[config.mk]
export PLATFORM = sky130hd
export DESIGN_NAME = falling_edge_counter
export DESIGN_NICKNAME = d
export VERILOG_FILES = /design/src/rtl/fec_pkg.sv /design/src/rtl/fec_sync.sv /design/src/rtl/fec_fall_detect.sv /design/src/rtl/fec_accum.sv /design/src/rtl/falling_edge_counter.sv
export SDC_FILE = /design/constraint.sdc
export NUM_CORES = 1
export LEC_CHECK = 0
export ABC_AREA = 1
export BUFFER_PORTS_ARGS = -buffer_cell sky130_fd_sc_hd__buf_2
export CORE_UTILIZATION = 25
export CTS_BUF_LIST = sky130_fd_sc_hd__clkbuf_8
export DETAILED_ROUTE_END_ITERATION = 10
export PLACE_DENSITY = 0.42
export REMOVE_ABC_BUFFERS = 1
export SLEW_MARGIN = 20
export SYNTH_ARGS = -nofsm -noshare
export SYNTH_HDL_FRONTEND = slang
export SYNTH_SLANG_ARGS = --single-unit
[constraint.sdc]
create_clock -name clk_i -period 3.4 [get_ports clk_i]
set_input_delay 0.17 -clock clk_i [delete_from_list [all_inputs] [get_ports clk_i]]
set_output_delay 0.17 -clock clk_i [all_outputs]
set_load 0.01 [all_outputs]
[src/rtl/fec_pkg.sv]
package fec_pkg;
  parameter int unsigned FEC_CNT_W  = 32;
  parameter int unsigned FEC_STAGES = 2;

  typedef struct packed {
    logic rd;
    logic clr;
  } fec_cmd_t;
endpackage

[src/rtl/fec_sync.sv]
module fec_sync #(
  parameter int unsigned STAGES  = 2,
  parameter logic        RST_VAL = 1'b1
) (
  input  logic clk_i,
  input  logic rst_ni,
  input  logic d_i,
  output logic q_o
);
  logic [STAGES-1:0] chain_q;

  generate
    if (STAGES == 1) begin : g_one
      always_ff @(posedge clk_i or negedge rst_ni)
        if (!rst_ni) chain_q <= RST_VAL;
        else         chain_q <= d_i;
    end else begin : g_many
      always_ff @(posedge clk_i or negedge rst_ni)
        if (!rst_ni) chain_q <= {STAGES{RST_VAL}};
        else         chain_q <= {chain_q[STAGES-2:0], d_i};
    end
  endgenerate

  assign q_o = chain_q[STAGES-1];
endmodule

[src/rtl/fec_fall_detect.sv]
module fec_fall_detect (
  input  logic clk_i,
  input  logic rst_ni,
  input  logic lvl_i,
  output logic fall_o
);
  logic prev_q;

  always_ff @(posedge clk_i or negedge rst_ni)
    if (!rst_ni) prev_q <= 1'b1;
    else         prev_q <= lvl_i;

  assign fall_o = prev_q & ~lvl_i;

  AST_FALL_ISOLATED: assert property (@(posedge clk_i) disable iff (!rst_ni)
    fall_o |=> !fall_o);
endmodule

[src/rtl/fec_accum.sv]
module fec_accum #(
  parameter int unsigned CNT_W = 32
) (
  input  logic             clk_i,
  input  logic             rst_ni,
  input  logic             fall_i,
  input  logic             clr_i,
  input  logic             rd_i,
  output logic [CNT_W-1:0] value_o,
  output logic             valid_o
);
  logic [CNT_W-1:0] count_q;
  logic [CNT_W-1:0] count_d;

  // edge in the clear cycle opens the new epoch
  always_comb begin
    count_d = count_q;
    if (clr_i)       count_d = {{(CNT_W-1){1'b0}}, fall_i};
    else if (fall_i) count_d = count_q + CNT_W'(1);
  end

  always_ff @(posedge clk_i or negedge rst_ni)
    if (!rst_ni) count_q <= '0;
    else         count_q <= count_d;

  always_ff @(posedge clk_i or negedge rst_ni)
    if (!rst_ni) begin
      value_o <= '0;
      valid_o <= 1'b0;
    end else begin
      valid_o <= rd_i;
      if (rd_i) value_o <= count_q;
    end

  AST_COUNT_HOLD: assert property (@(posedge clk_i) disable iff (!rst_ni)
    (!fall_i && !clr_i) |=> $stable(count_q));
  AST_COUNT_STEP: assert property (@(posedge clk_i) disable iff (!rst_ni)
    (fall_i && !clr_i) |=> (count_q - $past(count_q)) == CNT_W'(1));
  AST_CLEAR_EPOCH: assert property (@(posedge clk_i) disable iff (!rst_ni)
    clr_i |=> (count_q <= CNT_W'(1)) && (count_q[0] == $past(fall_i)));
  AST_READ_PRECLEAR: assert property (@(posedge clk_i) disable iff (!rst_ni)
    rd_i |=> valid_o && (value_o == $past(count_q)));
  AST_VALID_ONLY_READ: assert property (@(posedge clk_i) disable iff (!rst_ni)
    !rd_i |=> !valid_o && $stable(value_o));
endmodule

[src/rtl/falling_edge_counter.sv]
module falling_edge_counter
  import fec_pkg::*;
#(
  parameter int unsigned CNT_W  = FEC_CNT_W,
  parameter int unsigned STAGES = FEC_STAGES
) (
  input  logic             clk_i,
  input  logic             rst_ni,
  input  logic             pin_i,
  input  logic             cmd_valid_i,
  input  logic             cmd_read_i,
  input  logic             cmd_clear_i,
  input  logic             init_i,
  output logic [CNT_W-1:0] value_o,
  output logic             valid_o
);
  fec_cmd_t cmd;
  logic     pin_sync;
  logic     fall;
  logic     clr;

  assign cmd.rd  = cmd_valid_i & cmd_read_i;
  assign cmd.clr = cmd_valid_i & cmd_clear_i;
  assign clr     = cmd.clr | init_i;

  fec_sync #(.STAGES(STAGES), .RST_VAL(1'b1)) u_sync (
    .clk_i (clk_i),
    .rst_ni(rst_ni),
    .d_i   (pin_i),
    .q_o   (pin_sync)
  );

  fec_fall_detect u_fall (
    .clk_i (clk_i),
    .rst_ni(rst_ni),
    .lvl_i (pin_sync),
    .fall_o(fall)
  );

  fec_accum #(.CNT_W(CNT_W)) u_accum (
    .clk_i  (clk_i),
    .rst_ni (rst_ni),
    .fall_i (fall),
    .clr_i  (clr),
    .rd_i   (cmd.rd),
    .value_o(value_o),
    .valid_o(valid_o)
  );

  AST_IDLE_CMD: assert property (@(posedge clk_i) disable iff (!rst_ni)
    !cmd_valid_i |=> !valid_o);
  AST_RESET_OUT: assert property (@(posedge clk_i)
    !rst_ni |-> (value_o == '0) && !valid_o);
endmodule

==> insert_results.sql <==
INSERT INTO impl_metrics (metric_group, metric, value, unit) VALUES
('power_and_ir_drop', 'powerDensity', '387', 'nW/um2'),
('detailed_routing', 'drt-pass1-iter-count', '4', ''),
('clock_network', 'tritoncts', 'built', ''),
('sta', 'worst_slew_pin_slew', '907', 'ps'),
('clock_network', 'post_cts_resized', '0', ''),
('synth', 'avgSynthCellArea', '7.75', 'um2'),
('worst_setup_path', 'worstSetupStartpointType', 'flop', ''),
('cells_and_area', 'finish.utilization', '0.308', ''),
('clock_network', 'clk-insertion-delay-late', '350', 'ps'),
('worst_setup_path', 'crit_path_end_kind', 'flop', ''),
('clock_network', 'path_clk_slew', '70', 'ps'),
('clock_network', 'clock-root-buffer', 'sky130_fd_sc_hd__clkbuf_8', ''),
('clock_network', 'tritoncts_num_sinks', '68', ''),
('synth', 'synthesis.yosys.warnings', '0', ''),
('grt', 'first_pass_grt_wire_length', '13.6', 'mm'),
('sta', 'layout_worst_path_cycle_share', '0.525', ''),
('power_and_ir_drop', 'power_report.internal_total', '1.10', 'mW'),
('floorplanning', 'fp-row-count', '40', ''),
('cells_and_area', 'synthToLayoutAreaGrowth', '18.1', '%'),
('detailed_routing', 'vias_per_cell', '4.26', ''),
('sta', 'min_period', '1790', 'ps'),
('power_and_ir_drop', 'power.share.clock', '0.393', ''),
('run', 'cap_viol_max_count', '0', ''),
('sta', 'final-hold-violation-count', '0', ''),
('clock_network', 'cts_max_level', '3', ''),
('sta', 'clock-skew-final', '7.95', 'ps'),
('floorplanning', 'i_o_pin_total', '40', ''),
('clock_network', 'cts.hold.buffers_added', '2', ''),
('power_and_ir_drop', 'sw_frac_of_total', '0.244', ''),
('clock_network', 'postCtsSetupRepairBufs', '0', ''),
('detailed_routing', 'drtIter0Drc', '113', ''),
('detailed_routing', 'vias', '2690', ''),
('power_and_ir_drop', 'power.leakage', '1.84', 'nW'),
('power_and_ir_drop', 'power.net_switching', '357', 'uW'),
('sta', 'achievable-frequency', '560', 'MHz'),
('sta', 'setup_viol', '0', ''),
('floorplanning', 'die_height', '115', 'um'),
('synth', 'ys_ff_latch', '68', ''),
('placement', 'place.gp.congestion', '0.859', ''),
('synth', 'synth_area', '3200', 'um2'),
('floorplanning', 'die_w', '115', 'um'),
('clock_network', 'numCtsBuffers', '9', ''),
('cells_and_area', 'num_antenna_cells', '0', ''),
('hold_path', 'holdPathStages', '4', ''),
('hold_path', 'hold_class', 'primary input to flop', ''),
('grt', 'initial_antenna_violation_count', '0', ''),
('cells_and_area', 'n_fill_cell', '1348', ''),
('power_and_ir_drop', 'power.ir.vdd_worst', '114', 'uV'),
('sta', 'rsz0062_at_grt', 'false', ''),
('sta', 'timing_max_transition_violations_final', '0', ''),
('placement', 'dp_hpwl', '5.60', 'mm'),
('worst_setup_path', 'worst_r2r_path_depth', '7', ''),
('synth', 'share_of_synthesized_area_occupied_by_flip_flops_and_latches', '0.533', ''),
('grt', 'grt_start_max_net_pins', '69', ''),
('worst_setup_path', 'crit_fanout', '6', ''),
('floorplanning', 'die-area', '13300', 'um2'),
('detailed_routing', 'routedWlPerCell', '12.6', 'um'),
('power_and_ir_drop', 'p_comb_frac', '0.047', ''),
('detailed_routing', 'detail-route-antenna-nets', '0', ''),
('synth', 'post_synth_inst_count', '413', ''),
('cells_and_area', 'finish.net_count', '466', ''),
('outcome', 'outcome', 'finished, final reports clean', ''),
('grt', 'number_of_global_route_vias_before_repair', '2658', ''),
('grt', 'global_route.overflow_total', '0', ''),
('power_and_ir_drop', 'seqPwrFrac', '0.561', ''),
('detailed_routing', 'wirelength', '7.95', 'mm'),
('worst_setup_path', 'worst-setup-path-type', 'flop to flop', ''),
('worst_setup_path', 'critical_path_arrival', '2030', 'ps'),
('clock_network', 'cts-root-to-sink-buffers', '2', ''),
('sta', 'max_slew_margin', '0.395', ''),
('detailed_routing', 'detail_route.drc_violations', '0', ''),
('placement', 'port_buffers', '39', ''),
('floorplanning', 'start_util', '0.261', ''),
('grt', 'gr-usage-all-layers', '0.135', ''),
('floorplanning', 'core', '12300', 'um2'),
('synth', 'synth.distinct_cells', '22', ''),
('worst_setup_path', 'required', '3640', 'ps'),
('sta', 'setup_tns', '0', 'ps'),
('cells_and_area', 'drive_gt1_frac', '0.158', '');
area by class of cell:
class	instances	area, um2	share of cell area
sequential	68	1710	0.451
multi-input combinational	300	1320	0.350
timing repair buffer	43	243	0.0642
tap	168	210	0.0556
clock buffer	10	138	0.0364
inverter	36	135	0.0358
clock inverter	6	25.0	0.00662
logic make-up (layout without fill, tap and decap cells):
| group | count (synthesis) | count (layout) | share of synthesized area |
|---|---|---|---|
| AND/OR/NAND/NOR | 252 | 252 | 0.335 |
| buffers and inverters | 45 | 95 | 0.0539 |
| flip-flops | 68 | 68 | 0.533 |
| adder cells (fa/ha/maj) | 1 | 1 | 0.00391 |
| AO/OA/AOI/OAI | 47 | 47 | 0.0747 |
critical path: stages, from the launching register on:
cell and delay [ps]:
sky130_fd_sc_hd__dfstp_2 530, sky130_fd_sc_hd__inv_1 30, sky130_fd_sc_hd__nor2_1 410, sky130_fd_sc_hd__nor2_1 210
sky130_fd_sc_hd__nor3_1 270, sky130_fd_sc_hd__nand3_1 110, sky130_fd_sc_hd__nand2_1 70, sky130_fd_sc_hd__nor2_1 50
state kept, by name, summed over array words and instances (netlist names):
signal / flops
u_accum.count_q: 32
u_accum.value_o: 32
u_sync.chain_q: 2
u_fall.prev_q: 1
u_accum.valid_o: 1
power groups by stage:
stage | clock (mW) | sequential (mW) | combinational, mW
finish | 0.574 | 0.819 | 0.0684
global route | 0.632 | 0.819 | 0.0800
CTS | 0.600 | 0.819 | 0.0724
detailed placement | 0 | 0.835 | 0.0703
global placement | 0 | 0.835 | 0.0701
floorplan | 0 | 0.836 | 0.0282
stage by stage:
step	setup slack (ps)	total power, mW	instances	hold WS [ps]	instance area [um2]
5_1_grt	1350	1.53	631	181	3780
4_1_cts	1570	1.49	631	159	3780
3_5_place_dp	1600	0.905	613	229	3600
2_1_floorplan	1650	0.864	404	-126	3160
3_3_place_gp	1570	0.905	613	227	3600
6_report	1610	1.46	631	173	3780
cells in the mapped netlist:
cell | count | area [um2]
sky130_fd_sc_hd__nor3_1 | 4 | 20.0
sky130_fd_sc_hd__dfstp_2 | 3 | 78.8
sky130_fd_sc_hd__inv_1 | 35 | 131
sky130_fd_sc_hd__clkinv_1 | 1 | 3.75
sky130_fd_sc_hd__a21oi_1 | 19 | 95.1
sky130_fd_sc_hd__a2bb2oi_1 | 1 | 8.76
sky130_fd_sc_hd__dfrtp_1 | 65 | 1630
sky130_fd_sc_hd__nand2_1 | 145 | 544
sky130_fd_sc_hd__clkbuf_1 | 5 | 18.8
sky130_fd_sc_hd__o21ai_0 | 26 | 130
sky130_fd_sc_hd__nand2_2 | 5 | 31.3
sky130_fd_sc_hd__and3_1 | 1 | 6.26
sky130_fd_sc_hd__buf_1 | 1 | 3.75
sky130_fd_sc_hd__nor2_1 | 58 | 218
sky130_fd_sc_hd__buf_2 | 3 | 15.0
sky130_fd_sc_hd__nand3_1 | 24 | 120
sky130_fd_sc_hd__nor2_2 | 4 | 25.0
sky130_fd_sc_hd__nor2_4 | 6 | 67.6
sky130_fd_sc_hd__ha_1 | 1 | 12.5
sky130_fd_sc_hd__o21ai_1 | 1 | 5.00
sky130_fd_sc_hd__nand3_2 | 2 | 20.0
sky130_fd_sc_hd__nand4_1 | 3 | 18.8
routing by layer:
metal  track usage  wire (um)  vias up
met3        0.0258        231       12
li1              -          -     1389
met1         0.184       3990     1248
met2         0.208       3590       41
met5             0          0        -
met4        0.0571        146        0
cells in the final DEF (no fill, tap or decap):
cell | synthesis | routed
sky130_fd_sc_hd__o21ai_1 | 1 | 1
sky130_fd_sc_hd__nand2_2 | 5 | 5
sky130_fd_sc_hd__and3_1 | 1 | 1
sky130_fd_sc_hd__nor2_1 | 58 | 58
sky130_fd_sc_hd__o21ai_0 | 26 | 26
sky130_fd_sc_hd__clkbuf_8 | 0 | 10
sky130_fd_sc_hd__nand3_1 | 24 | 24
sky130_fd_sc_hd__dlygate4sd3_1 | 0 | 2
sky130_fd_sc_hd__nand3_2 | 2 | 2
sky130_fd_sc_hd__a21oi_1 | 19 | 19
sky130_fd_sc_hd__dfstp_2 | 3 | 3
sky130_fd_sc_hd__buf_12 | 0 | 1
sky130_fd_sc_hd__nor3_1 | 4 | 4
sky130_fd_sc_hd__a2bb2oi_1 | 1 | 1
sky130_fd_sc_hd__dfrtp_1 | 65 | 65
sky130_fd_sc_hd__nor2_4 | 6 | 6
sky130_fd_sc_hd__clkinv_2 | 0 | 2
sky130_fd_sc_hd__inv_1 | 35 | 39
sky130_fd_sc_hd__nand2_1 | 145 | 145
sky130_fd_sc_hd__nand4_1 | 3 | 3
sky130_fd_sc_hd__ha_1 | 1 | 1
sky130_fd_sc_hd__buf_2 | 3 | 39
sky130_fd_sc_hd__nor2_2 | 4 | 4
sky130_fd_sc_hd__buf_4 | 0 | 1
sky130_fd_sc_hd__clkinv_1 | 1 | 1
final timing paths:
check | startpoint | slack (ps) | endpoint
min | init_i | 170 | u_accum.count_q[1]
max in group asynchronous | rst_ni | 2710 | u_fall.prev_q
max reg2reg | u_fall.prev_q | 1610 | u_accum.count_q[18]
min in group asynchronous | rst_ni | 370 | u_accum.value_o[0]
max | u_fall.prev_q | 1610 | u_accum.count_q[18]
min reg2reg | u_sync.chain_q[0] | 360 | u_sync.chain_q[1]
Note: power is estimated with default switching activity, not from simulation.
